`config.mk`:
```
export PLATFORM = sky130hd
export DESIGN_NAME = dtx_unit
export DESIGN_NICKNAME = d
export VERILOG_FILES = /design/src/rtl/dtx_pkg.sv /design/src/rtl/dtx_mode_sel.sv /design/src/rtl/dtx_addr_path.sv /design/src/rtl/dtx_fault_eval.sv /design/src/rtl/dtx_unit.sv
export SDC_FILE = /design/constraint.sdc
export NUM_CORES = 1
export LEC_CHECK = 0
export BUFFER_PORTS_ARGS = -buffer_cell sky130_fd_sc_hd__buf_4
export CAP_MARGIN = 20
export CORE_AREA = 2 2 151 153
export CTS_BUF_LIST = sky130_fd_sc_hd__clkbuf_16
export DETAILED_ROUTE_END_ITERATION = 6
export DIE_AREA = 0 0 153 155
export HOLD_SLACK_MARGIN = 0.08
export PLACE_DENSITY = 0.69
export SLEW_MARGIN = 20
export SYNTH_ARGS = -nofsm -noshare
export SYNTH_HDL_FRONTEND = slang
export SYNTH_SLANG_ARGS = --single-unit
```
`constraint.sdc`:
```
create_clock -name clk -period 2 [get_ports clk]
set_clock_uncertainty 0.05 [all_clocks]
set_input_delay 0.1 -clock clk [delete_from_list [all_inputs] [get_ports clk]]
set_output_delay 0.1 -clock clk [all_outputs]
set_load 0.1 [all_outputs]
```
`src/rtl/dtx_pkg.sv`:
```
package dtx_pkg;
   typedef enum logic [1:0] {
      MODE_KERN = 2'd0,
      MODE_EXEC = 2'd1,
      MODE_SUPV = 2'd2,
      MODE_USER = 2'd3
   } priv_mode_e;

   typedef enum logic [2:0] {
      FC_NONE      = 3'd0,
      FC_ACCESS    = 3'd1,
      FC_TRANS     = 3'd2,
      FC_MISS_DATA = 3'd3,
      FC_MISS_PTE  = 3'd4,
      FC_MCHK      = 3'd5
   } fault_code_e;

   localparam int OPC_W  = 6;
   localparam int RA_W   = 5;
   localparam int FLAG_W = 6;
   localparam int STAT_W = OPC_W + RA_W + FLAG_W;

   // syndrome flag positions, decoded by the fault handler
   localparam int SB_WRITE = 0;
   localparam int SB_ACV   = 1;
   localparam int SB_BADVA = 2;
   localparam int SB_MISS  = 3;
   localparam int SB_FONR  = 4;
   localparam int SB_FONW  = 5;
endpackage

```
`src/rtl/dtx_mode_sel.sv`:
```
module dtx_mode_sel (
   input  logic       in_pal,
   input  logic       use_alt,
   input  logic [1:0] cur_mode,
   input  logic [1:0] alt_mode,
   output logic [1:0] eff_mode
);
   import dtx_pkg::*;

   always_comb begin
      if (!in_pal)      eff_mode = cur_mode;
      else if (use_alt) eff_mode = alt_mode;
      else              eff_mode = MODE_KERN;
   end
endmodule

```
`src/rtl/dtx_addr_path.sv`:
```
module dtx_addr_path #(
   parameter int VA_W         = 64,
   parameter int VA_SIG       = 48,
   parameter int PA_W         = 44,
   parameter int PAGE_BITS    = 13,
   parameter int PFN_W        = 32,
   parameter int UC_CLR_LO    = 35,
   parameter bit CLR_UC_FIELD = 1'b1,
   parameter logic [VA_SIG-PA_W+2:0] SP_TAG = 7'h7E
) (
   input  logic [VA_W-1:0]  va,
   input  logic             phys,
   input  logic [PFN_W-1:0] pfn,
   output logic             sp_win,
   output logic             mchk,
   output logic [PA_W-1:0]  pa_out,
   output logic             uc
);
   localparam int UC_BIT = PA_W - 1;
   localparam int SX_BIT = PA_W - 4;
   localparam int SP_HI  = VA_SIG - 1;
   localparam int SP_LO  = SX_BIT + 1;
   localparam int HIT_PAD = VA_W - PFN_W - PAGE_BITS;

   logic [PA_W-1:0] sp_pa;
   logic [VA_W-1:0] hit_pa;
   logic [VA_W-1:0] raw_pa;

   assign sp_win = (va[SP_HI:SP_LO] == SP_TAG);

   always_comb begin
      sp_pa = va[PA_W-1:0];
      if (va[SX_BIT]) sp_pa[PA_W-1:SX_BIT]   = '1;
      else            sp_pa[PA_W-1:SX_BIT+1] = '0;
   end

   assign hit_pa = {{HIT_PAD{1'b0}}, pfn, va[PAGE_BITS-1:0]};

   always_comb begin
      if (phys)        raw_pa = va;
      else if (sp_win) raw_pa = {{(VA_W-PA_W){1'b0}}, sp_pa};
      else             raw_pa = hit_pa;
   end

   assign mchk = |raw_pa[VA_W-1:PA_W];
   assign uc   = raw_pa[UC_BIT];

   generate
      if (CLR_UC_FIELD) begin : g_clr_uc
         always_comb begin
            pa_out = raw_pa[PA_W-1:0];
            if (raw_pa[UC_BIT]) pa_out[UC_BIT-1:UC_CLR_LO] = '0;
         end
      end else begin : g_keep_uc
         assign pa_out = raw_pa[PA_W-1:0];
      end
   endgenerate
endmodule

```
`src/rtl/dtx_fault_eval.sv`:
```
module dtx_fault_eval #(
   parameter int HI_W = 17
) (
   input  logic            phys,
   input  logic [HI_W-1:0] va_hi,
   input  logic            sp_win,
   input  logic [1:0]      cur_mode,
   input  logic [1:0]      eff_mode,
   input  logic            write,
   input  logic            vpte,
   input  logic            hit,
   input  logic [3:0]      rd_en,
   input  logic [3:0]      wr_en,
   input  logic            f_on_rd,
   input  logic            f_on_wr,
   input  logic            mchk,
   output logic [2:0]      fcode,
   output logic [dtx_pkg::FLAG_W-1:0] flags,
   output logic            report
);
   import dtx_pkg::*;

   fault_code_e fc;
   logic        bad_va;

   assign bad_va = !((&va_hi) || !(|va_hi));

   always_comb begin
      fc    = FC_NONE;
      flags = '0;
      if (!phys) begin
         if (bad_va) begin
            fc = FC_TRANS;
            flags[SB_WRITE] = write;
            flags[SB_ACV]   = 1'b1;
            flags[SB_BADVA] = 1'b1;
         end else if (sp_win) begin
            if (cur_mode != MODE_KERN) begin
               fc = FC_ACCESS;
               flags[SB_WRITE] = write;
               flags[SB_ACV]   = 1'b1;
            end
         end else if (!hit) begin
            fc = vpte ? FC_MISS_PTE : FC_MISS_DATA;
            flags[SB_WRITE] = write;
            flags[SB_MISS]  = 1'b1;
         end else if (write) begin
            if (!wr_en[eff_mode]) begin
               fc = FC_TRANS;
               flags[SB_WRITE] = 1'b1;
               flags[SB_ACV]   = 1'b1;
               flags[SB_FONW]  = f_on_wr;
            end else if (f_on_wr) begin
               fc = FC_TRANS;
               flags[SB_WRITE] = 1'b1;
               flags[SB_FONW]  = 1'b1;
            end
         end else begin
            if (!rd_en[eff_mode]) begin
               fc = FC_ACCESS;
               flags[SB_ACV]  = 1'b1;
               flags[SB_FONR] = f_on_rd;
            end else if (f_on_rd) begin
               fc = FC_TRANS;
               flags[SB_FONR] = 1'b1;
            end
         end
      end
      report = (fc != FC_NONE);
      if (fc == FC_NONE && mchk) fc = FC_MCHK;
   end

   assign fcode = fc;
endmodule

```
`src/rtl/dtx_unit.sv`:
```
module dtx_unit #(
   parameter int VA_W         = 64,
   parameter int VA_SIG       = 48,
   parameter int PA_W         = 44,
   parameter int PAGE_BITS    = 13,
   parameter int PFN_W        = 32,
   parameter int UC_CLR_LO    = 35,
   parameter bit CLR_UC_FIELD = 1'b1,
   parameter logic [VA_SIG-PA_W+2:0] SP_TAG = 7'h7E
) (
   input  logic             clk,
   input  logic             rst_n,
   input  logic             req_valid,
   input  logic [VA_W-1:0]  req_va,
   input  logic             req_write,
   input  logic             req_phys,
   input  logic             req_altmode,
   input  logic             req_vpte,
   input  logic             req_nofault,
   input  logic [1:0]       cur_mode,
   input  logic [1:0]       alt_mode,
   input  logic             in_pal,
   input  logic [5:0]       inst_opc,
   input  logic [4:0]       inst_ra,
   input  logic [VA_W-1:0]  ptbr,
   input  logic             tlb_hit,
   input  logic [PFN_W-1:0] tlb_pfn,
   input  logic [3:0]       tlb_rd_en,
   input  logic [3:0]       tlb_wr_en,
   input  logic             tlb_fault_rd,
   input  logic             tlb_fault_wr,
   output logic             rsp_valid,
   output logic [PA_W-1:0]  rsp_pa,
   output logic             rsp_uncached,
   output logic [2:0]       rsp_fault,
   output logic [VA_W-1:0]  flt_va,
   output logic [16:0]      flt_stat,
   output logic [VA_W-1:0]  flt_form
);
   import dtx_pkg::*;

   localparam int HI_W   = VA_W - VA_SIG + 1;
   localparam int VPN_W  = VA_SIG - PAGE_BITS;
   localparam int FORM_PAD = VA_W - VPN_W - 3;
   localparam int UC_BIT = PA_W - 1;
   localparam int SP_HI  = VA_SIG - 1;
   localparam int SP_LO  = PA_W - 3;

   initial begin
      assert (VA_W >= PFN_W + PAGE_BITS) else $error("frame does not fit the address");
      assert (VA_SIG > PA_W && VA_SIG < VA_W) else $error("bad significant VA width");
      assert (UC_CLR_LO > PAGE_BITS && UC_CLR_LO < UC_BIT) else $error("bad uncached field");
      assert (STAT_W == 17) else $error("syndrome width mismatch");
   end

   logic [1:0]        eff_mode;
   logic              sp_win, mchk, uc, report;
   logic [PA_W-1:0]   pa_c;
   logic [2:0]        fcode;
   logic [FLAG_W-1:0] flags;
   logic [VA_W-1:0]   vpn_sh;

   dtx_mode_sel u_mode (
      .in_pal   (in_pal),
      .use_alt  (req_altmode),
      .cur_mode (cur_mode),
      .alt_mode (alt_mode),
      .eff_mode (eff_mode)
   );

   dtx_addr_path #(
      .VA_W(VA_W), .VA_SIG(VA_SIG), .PA_W(PA_W), .PAGE_BITS(PAGE_BITS),
      .PFN_W(PFN_W), .UC_CLR_LO(UC_CLR_LO), .CLR_UC_FIELD(CLR_UC_FIELD),
      .SP_TAG(SP_TAG)
   ) u_addr (
      .va     (req_va),
      .phys   (req_phys),
      .pfn    (tlb_pfn),
      .sp_win (sp_win),
      .mchk   (mchk),
      .pa_out (pa_c),
      .uc     (uc)
   );

   dtx_fault_eval #(.HI_W(HI_W)) u_fault (
      .phys     (req_phys),
      .va_hi    (req_va[VA_W-1:VA_SIG-1]),
      .sp_win   (sp_win),
      .cur_mode (cur_mode),
      .eff_mode (eff_mode),
      .write    (req_write),
      .vpte     (req_vpte),
      .hit      (tlb_hit),
      .rd_en    (tlb_rd_en),
      .wr_en    (tlb_wr_en),
      .f_on_rd  (tlb_fault_rd),
      .f_on_wr  (tlb_fault_wr),
      .mchk     (mchk),
      .fcode    (fcode),
      .flags    (flags),
      .report   (report)
   );

   assign vpn_sh = {{FORM_PAD{1'b0}}, req_va[VA_SIG-1:PAGE_BITS], 3'b000};

   always_ff @(posedge clk or negedge rst_n) begin
      if (!rst_n) begin
         rsp_valid    <= 1'b0;
         rsp_pa       <= '0;
         rsp_uncached <= 1'b0;
         rsp_fault    <= FC_NONE;
         flt_va       <= '0;
         flt_stat     <= '0;
         flt_form     <= '0;
      end else begin
         rsp_valid <= req_valid;
         if (req_valid) begin
            rsp_fault    <= fcode;
            rsp_pa       <= (fcode == FC_NONE) ? pa_c : '0;
            rsp_uncached <= (fcode == FC_NONE) && uc;
            if (report && !req_vpte && !req_nofault) begin
               flt_va   <= req_va;
               flt_stat <= {inst_opc, inst_ra, flags};
               flt_form <= ptbr | vpn_sh;
            end
         end
      end
   end

   // pass-through inside the implemented range returns the address unchanged
   assert_phys_pass_R2: assert property (@(posedge clk) disable iff (!rst_n)
      req_valid && req_phys && (req_va[VA_W-1:PA_W] == '0) && !req_va[UC_BIT]
      |=> (rsp_fault == FC_NONE) && (rsp_pa == $past(req_va[PA_W-1:0])));

   // window access outside kernel mode always violates access
   assert_sp_kernel_only_R4: assert property (@(posedge clk) disable iff (!rst_n)
      req_valid && !req_phys && (&req_va[VA_W-1:VA_SIG-1]) &&
      (req_va[SP_HI:SP_LO] == SP_TAG) && (cur_mode != MODE_KERN)
      |=> rsp_fault == FC_ACCESS);

   // a miss on a low canonical address reports the walk-dependent code
   assert_miss_code_R6: assert property (@(posedge clk) disable iff (!rst_n)
      req_valid && !req_phys && !tlb_hit && (req_va[VA_W-1:VA_SIG-1] == '0)
      |=> rsp_fault == ($past(req_vpte) ? FC_MISS_PTE : FC_MISS_DATA));

   // walk and non-faulting requests never disturb the fault registers
   assert_quiet_regs_R10: assert property (@(posedge clk) disable iff (!rst_n)
      req_valid && (req_vpte || req_nofault)
      |=> $stable(flt_va) && $stable(flt_stat) && $stable(flt_form));

   generate
      if (CLR_UC_FIELD) begin : g_uc_chk
         assert_uc_field_R12: assert property (@(posedge clk) disable iff (!rst_n)
            rsp_uncached |-> rsp_pa[UC_BIT] && (rsp_pa[UC_BIT-1:UC_CLR_LO] == '0));
      end
   endgenerate
endmodule

```
==> reports/metrics.cfg, run 1 <==
[run_status]
outcome = complete, but fails checks
violations = negative setup slack

[global_routing]
antenna_found_initial = 1
grt_pass1_wl_mm = 46.6
grt_usage = 0.252
grt_max_degree = 62
grt.overflow.total = 0
grt_pass1_vias = 8338

[cells_and_area]
final_nets = 1427
fin_area_um2 = 15300
final_common_cell = buf_4
instances_no_fill = 1531
layout-drive-gt1-share = 0.540
final_cell_mix = 436 x buf_4, 193 x dfrtp_1, 184 x dlygate4sd3_1
area.growth.synth_to_final_pct = 90.4
seq_area_um2 = 4830
fin_util = 0.690
fillers = 1494
multi_input_area_um2 = 3710

[placed_design]
dpl_cell_area_um2 = 11800
gp_congestion = 0.847
io_buffers = 388
place_ws_ns = -0.526
dpl.hpwl_mm = 19.7
dp_cells = 1296

[power]
power_density_nw_per_um2 = 1100
ir_drop_v = 0.000761
total_power_mw = 16.9
p_leak_nw = 7.34

[clock_network]
clock_latency_ns = 0.43
cts_tree = done
clk_path_buf_depth = 2
cts_buffers = 17
htreeDepth = 4
clock-sinks = 193
clkSlewWorstSetupHoldPaths_ns = 0.07
cts_root_buf = clkbuf_16

[route]
wl_per_cell_um = 21.4
firstDrtPassIters = 6
drtIter0Drc = 407
vias = 7822
drt_wl_total_mm = 32.8
drc = 0
final_antenna_net_count = 0
viasPerCell = 5.11

[timing]
fin_crit_ns = 2.04
setup_viol = 42
relSlewSlack = 0.358
fin_tns_setup_ns = -0.966
holdWs_ns = 0.141
fmax_mhz = 490
worst_pin_slew_ns = 0.963
rsz0062_at_grt = yes
slew_viol_final = 0
hold_viol_final = 0
finalCritPeriodShare = 1.02
fin_ws_ns = -0.0426

[floorplan]
core_area_um2 = 22200
floorplan.rows = 55
fp.dieW_um = 153
initial_utilization = 0.362
io_pins = 389
die_area_um2 = 23700
die_h_um = 155

[run]
drv_cap = 0

[yosys]
yosys_warnings = 0
synth-seq-area-share = 0.600
syn_avg_cell_area_um2 = 13.6
synth-edff-count = 0
syn_area_um2 = 8050
yosys.area.top_type = dfrtp_1
synth_async_sr_flop_share = 1.00
ys_seq_elements = 193
synth_ff_type = dfrtp_1
synth_nets = 788
synth_top_area_share = 0.600
yosys-top-cells-area = dfrtp_1 60%, mux2_2 13%, o2bb2ai_1 4.1%, a2bb2oi_1 3.8%, mux2i_1 3.6%
synth_cell_types = 48
syn_inst = 593

[worst_hold_path]
hold_start = req_phys
hp-class = input pin to register

[setup_path]
crit_arrival_ns = 2.30
worstPathRequired_ns = 2.26
startpoint = in_pal
path_max_fanout = 8
critPathCaptureType = register
critPathKind = input pin to register
r2r_start = flt_va[11]$_DFFE_PN0P_
start_kind = input pin
ff2ff_setup_slack_ns = 1.14

## final timing paths
check / to / depth (start not counted)
setup / recovery: flt_va[46]$_DFFE_PN0P_ / 10
hold / removal: rsp_fault[1]$_DFFE_PN0P_ / 4
setup reg to reg: flt_va[11]$_DFFE_PN0P_ / 1
hold reg to reg: rsp_pa[0]$_DFFE_PN0P_ / 1
max in group asynchronous: flt_stat[6]$_DFFE_PN0P_ / 3
min in group asynchronous: flt_form[21]$_DFFE_PN0P_ / 2
## critical path, stage by stage
cell	delay, ns
buf_6	0.09
nand2b_4	0.11
and2_4	0.15
mux4_2	0.55
a221oi_4	0.32
or3_4	0.21
o21a_4	0.16
buf_12	0.14
buf_12	0.15
mux2_4	0.31
## registers in the layout, indices dropped and copies added (netlist names)
register and count:
flt_form 64, flt_stat 17, flt_va 64, rsp_fault 3, rsp_pa 44, rsp_valid 1
## power breakdown
| group | leakage [nW] | internal, mW | switching (mW) |
|---|---|---|---|
| logic | 4.76 | 2.27 | 6.26 |
| registers | 2.30 | 4.58 | 0.436 |
| clock network | 0.273 | 1.64 | 1.68 |
| total | 7.34 | 8.49 | 8.38 |
## area by class of cell
type                    instances  share of cell area
diodes                          1            0.000163
well taps                     285              0.0233
multi-input cells             335               0.242
clock inverters                15             0.00849
flip-flops and latches        193               0.315
inverters                      27             0.00661
clock buffers                  17              0.0277
repair buffers                658               0.377
## timing repair
action | in CTS | in global routing
pin swaps | 0 | 21
hold buffers | 183 | 1
setup buffers | 0 | 5
endpoints found under the hold margin | 270 | 1
endpoints found under the setup margin | 76 | 174
cloned | 0 | 13
resized for setup | 3 | 140
## synth_stat cells (all sizes together) (8+ instances only)
| master | number |
|---|---|
| mux2 | 104 |
| dfrtp | 193 |
| nor3 | 38 |
| buf | 20 |
| inv | 26 |
| o2bb2ai | 38 |
| o21ai | 10 |
| mux2i | 29 |
| clkbuf | 19 |
| a2bb2oi | 35 |
| nand2 | 11 |
| nor2 | 8 |
## layer usage
layer	GRT usage	part of all wire	vias to the layer above
li1	-	-	3488
met1	0.303	0.39	3906
met2	0.429	0.51	362
met3	0.0630	0.065	66
met4	0.113	0.035	0
met5	0	0	-
## kinds of logic (layout without fill, tap and decap cells)
group,Yosys count,after routing,share of synthesized area
AOI/OAI and AO/OA,111,112,0.117
buffers and inverters,66,717,0.0382
DFF,193,193,0.600
muxes,134,134,0.186
other,0,1,0
and+or+nand+nor,89,89,0.0587
(Power assumes the default switching activity.)
==> run 2, diff against run 1 <==
SKIP_LAST_GASP = 1   (was not set)
==> run 2 against run 1 <==
- the flow still finishes with violations (negative setup slack)
- wire length rose by 2.0%
- cell area grew 0.31%
- non-clock buffer count rose by 11
- register-to-register slack barely moved
- critical path type unchanged
- largest cell class unchanged
==> reports/metrics.cfg, run 2 (same netlist as run 1, synthesis figures left out) <==
[run_status]
violations = negative setup slack
outcome = complete, but fails checks

[timing]
fin_tns_setup_ns = -3.80  ; -2.83 ns
worst_pin_slew_ns = 0.828  ; -0.135 ns
finalCritPeriodShare = 1.05  ; +0.0258
fmax_mhz = 478  ; -2.5%
setup_viol = 104  ; +150%
relSlewSlack = 0.448  ; +0.0899
rsz0062_at_grt = yes
fin_ws_ns = -0.0942  ; -0.0516 ns
slew_viol_final = 0  ; unchanged
fin_crit_ns = 2.09  ; +0.0516 ns
hold_viol_final = 0  ; unchanged
holdWs_ns = 0.132  ; -0.00844 ns

[cells_and_area]
multi_input_area_um2 = 3620  ; -2.3%
diodes = 0  ; -1
top_regs = flt_form x64, flt_va x64, rsp_pa x44
final_common_cell = buf_4
area.growth.synth_to_final_pct = 91.0
fin_util = 0.692  ; +0.00214
layout-drive-gt1-share = 0.529  ; -0.0111
seq_area_um2 = 4830  ; unchanged
final_nets = 1438  ; +0.77%
fillers = 1496  ; +0.13%
instances_no_fill = 1541  ; +0.65%
final_cell_mix = 445 x buf_4, 193 x dfrtp_1, 184 x dlygate4sd3_1

[route]
wl_per_cell_um = 21.7  ; +1.3%
wl_met2_mm = 16.8  ; +0.56%
drtIter0Drc = 362  ; -11%
drt_wl_total_mm = 33.5  ; +2.0%
drc = 0  ; unchanged
viasPerCell = 5.14  ; +0.56%
final_antenna_net_count = 0  ; unchanged
maxUsedRoutingLayer = met4
routed-wl-met3_mm = 2.15  ; +0.23%
drt-met1-wl_mm = 13.2  ; +2.1%
vias = 7917  ; +1.2%
firstDrtPassIters = 4  ; -2

[power]
power_density_nw_per_um2 = 1100  ; +0.29%
p_leak_nw = 7.43  ; +1.3%
ir_drop_v = 0.000751  ; -1.3%
total_power_mw = 17.0  ; +0.60%

[setup_path]
worstPathRequired_ns = 2.27  ; about the same
critPathKind = input pin to register
slowest_delay_ns = 0.56  ; about the same
slowest_stage = dlygate4sd3_1
path_common_cell = buf_6
crit_chain = dlygate4sd3_1 > buf_6 > nand2_1 > nand2_1 > a221oi_4 > or3_4 > buf_6 > o21ai_4 > buf_6 > clkbuf_16 > mux2_4
critPathCaptureType = register
crit_arrival_ns = 2.37  ; +0.07 ns
path_max_fanout = 9  ; +1
start_kind = input pin

[global_routing]
grt_max_degree = 62  ; unchanged
grt.overflow.total = 0  ; unchanged
grt_pass1_wl_mm = 46.7  ; +0.16%
antenna_found_initial = 0  ; -1
grt_pass1_vias = 8350  ; +0.14%
grt_usage = 0.252  ; +0.000408

[placed_design]
dpl.hpwl_mm = 19.7  ; unchanged
dp_cells = 1296  ; unchanged
io_buffers = 388  ; unchanged
gp_congestion = 0.847  ; unchanged

[clock_network]
clkSlewWorstSetupHoldPaths_ns = 0.08  ; about the same
htreeDepth = 4  ; unchanged
cts_tree = done
clock_latency_ns = 0.43  ; about the same
cts_buffers = 17  ; unchanged
clk_path_buf_depth = 2  ; unchanged
cts_root_buf = clkbuf_16
clock-sinks = 193  ; unchanged

[floorplan]
core_area_um2 = 22200  ; unchanged
initial_utilization = 0.362  ; unchanged
die_h_um = 155  ; unchanged
fp.dieW_um = 153  ; unchanged
floorplan.rows = 55  ; unchanged
io_pins = 389  ; unchanged
die_area_um2 = 23700  ; unchanged

[run]
drv_cap = 0  ; unchanged

[worst_hold_path]
hp-class = input pin to register

-- run 2: changes by cell type in the layout (fill, tap and decap cells not counted), moves of 2 or more --
| cell | change |
|---|---|
| o2bb2ai_4 | -5 |
| clkbuf_16 | +2 |
| buf_8 | +5 |
| buf_6 | -5 |
| o2bb2ai_2 | -12 |
| mux2_4 | +19 |
| mux2_2 | -19 |
| o32ai_2 | +2 |
| o32ai_1 | -2 |
| o2bb2ai_1 | +17 |
| buf_4 | +9 |
-- run 2: area by class of cell --
class	instances	area share
clock inverter	15	0.00846
sequential	193	0.314
clock buffer	17	0.0277
multi-input combinational	335	0.235
timing repair buffer	669	0.385
tap	285	0.0232
inverter	27	0.00659
-- run 2: where the power goes --
group          internal [mW]  leakage [nW]  switching (mW)
combinational           2.34          4.85            6.28
sequential              4.58          2.30           0.445
clock                   1.64         0.273            1.69
-- run 2: timing repair --
action	CTS	global route
setup buffers	0	15
gates cloned	0	14
pin swaps	0	22
hold endpoints to repair	270	1
gates resized for setup	2	143
hold buffers	183	1
endpoints found under the setup margin	76	174
-- run 2: per-stage QoR --
stage	setup WS [ns]	cell area [µm²]
finish	-0.0942	15400
global route	-0.152	15400
CTS	-0.0228	14200
detailed placement	-0.526	11800
global placement	-0.498	11800
floorplan	-0.232	8130
-- run 2: layer usage --
metal,track usage,vias to the layer above
li1,-,3494
met1,0.304,3945
met2,0.429,392
met3,0.0674,86
met4,0.108,0
met5,0,-
-- run 2: worst paths after layout --
kind / end / from / slack [ns] / depth (start not counted)
min in group asynchronous: flt_form[21]$_DFFE_PN0P_ / rst_n / 0.19 / 2
setup / recovery: flt_form[61]$_DFFE_PN0P_ / req_write / -0.09 / 11
hold / removal: rsp_fault[1]$_DFFE_PN0P_ / req_phys / 0.13 / 4
setup reg to reg: flt_va[30]$_DFFE_PN0P_ / flt_va[30]$_DFFE_PN0P_ / 1.13 / 1
max in group asynchronous: flt_stat[6]$_DFFE_PN0P_ / rst_n / 1.00 / 3
hold reg to reg: rsp_pa[14]$_DFFE_PN0P_ / rsp_pa[14]$_DFFE_PN0P_ / 0.45 / 1
-- run 2: critical path: cells and delay by family --
family                 cells  cell delay, ns
buffers and inverters      5            1.17
AND/OR/NAND/NOR            3            0.60
AO/OA/AOI/OAI              2            0.19
multiplexers               1            0.30
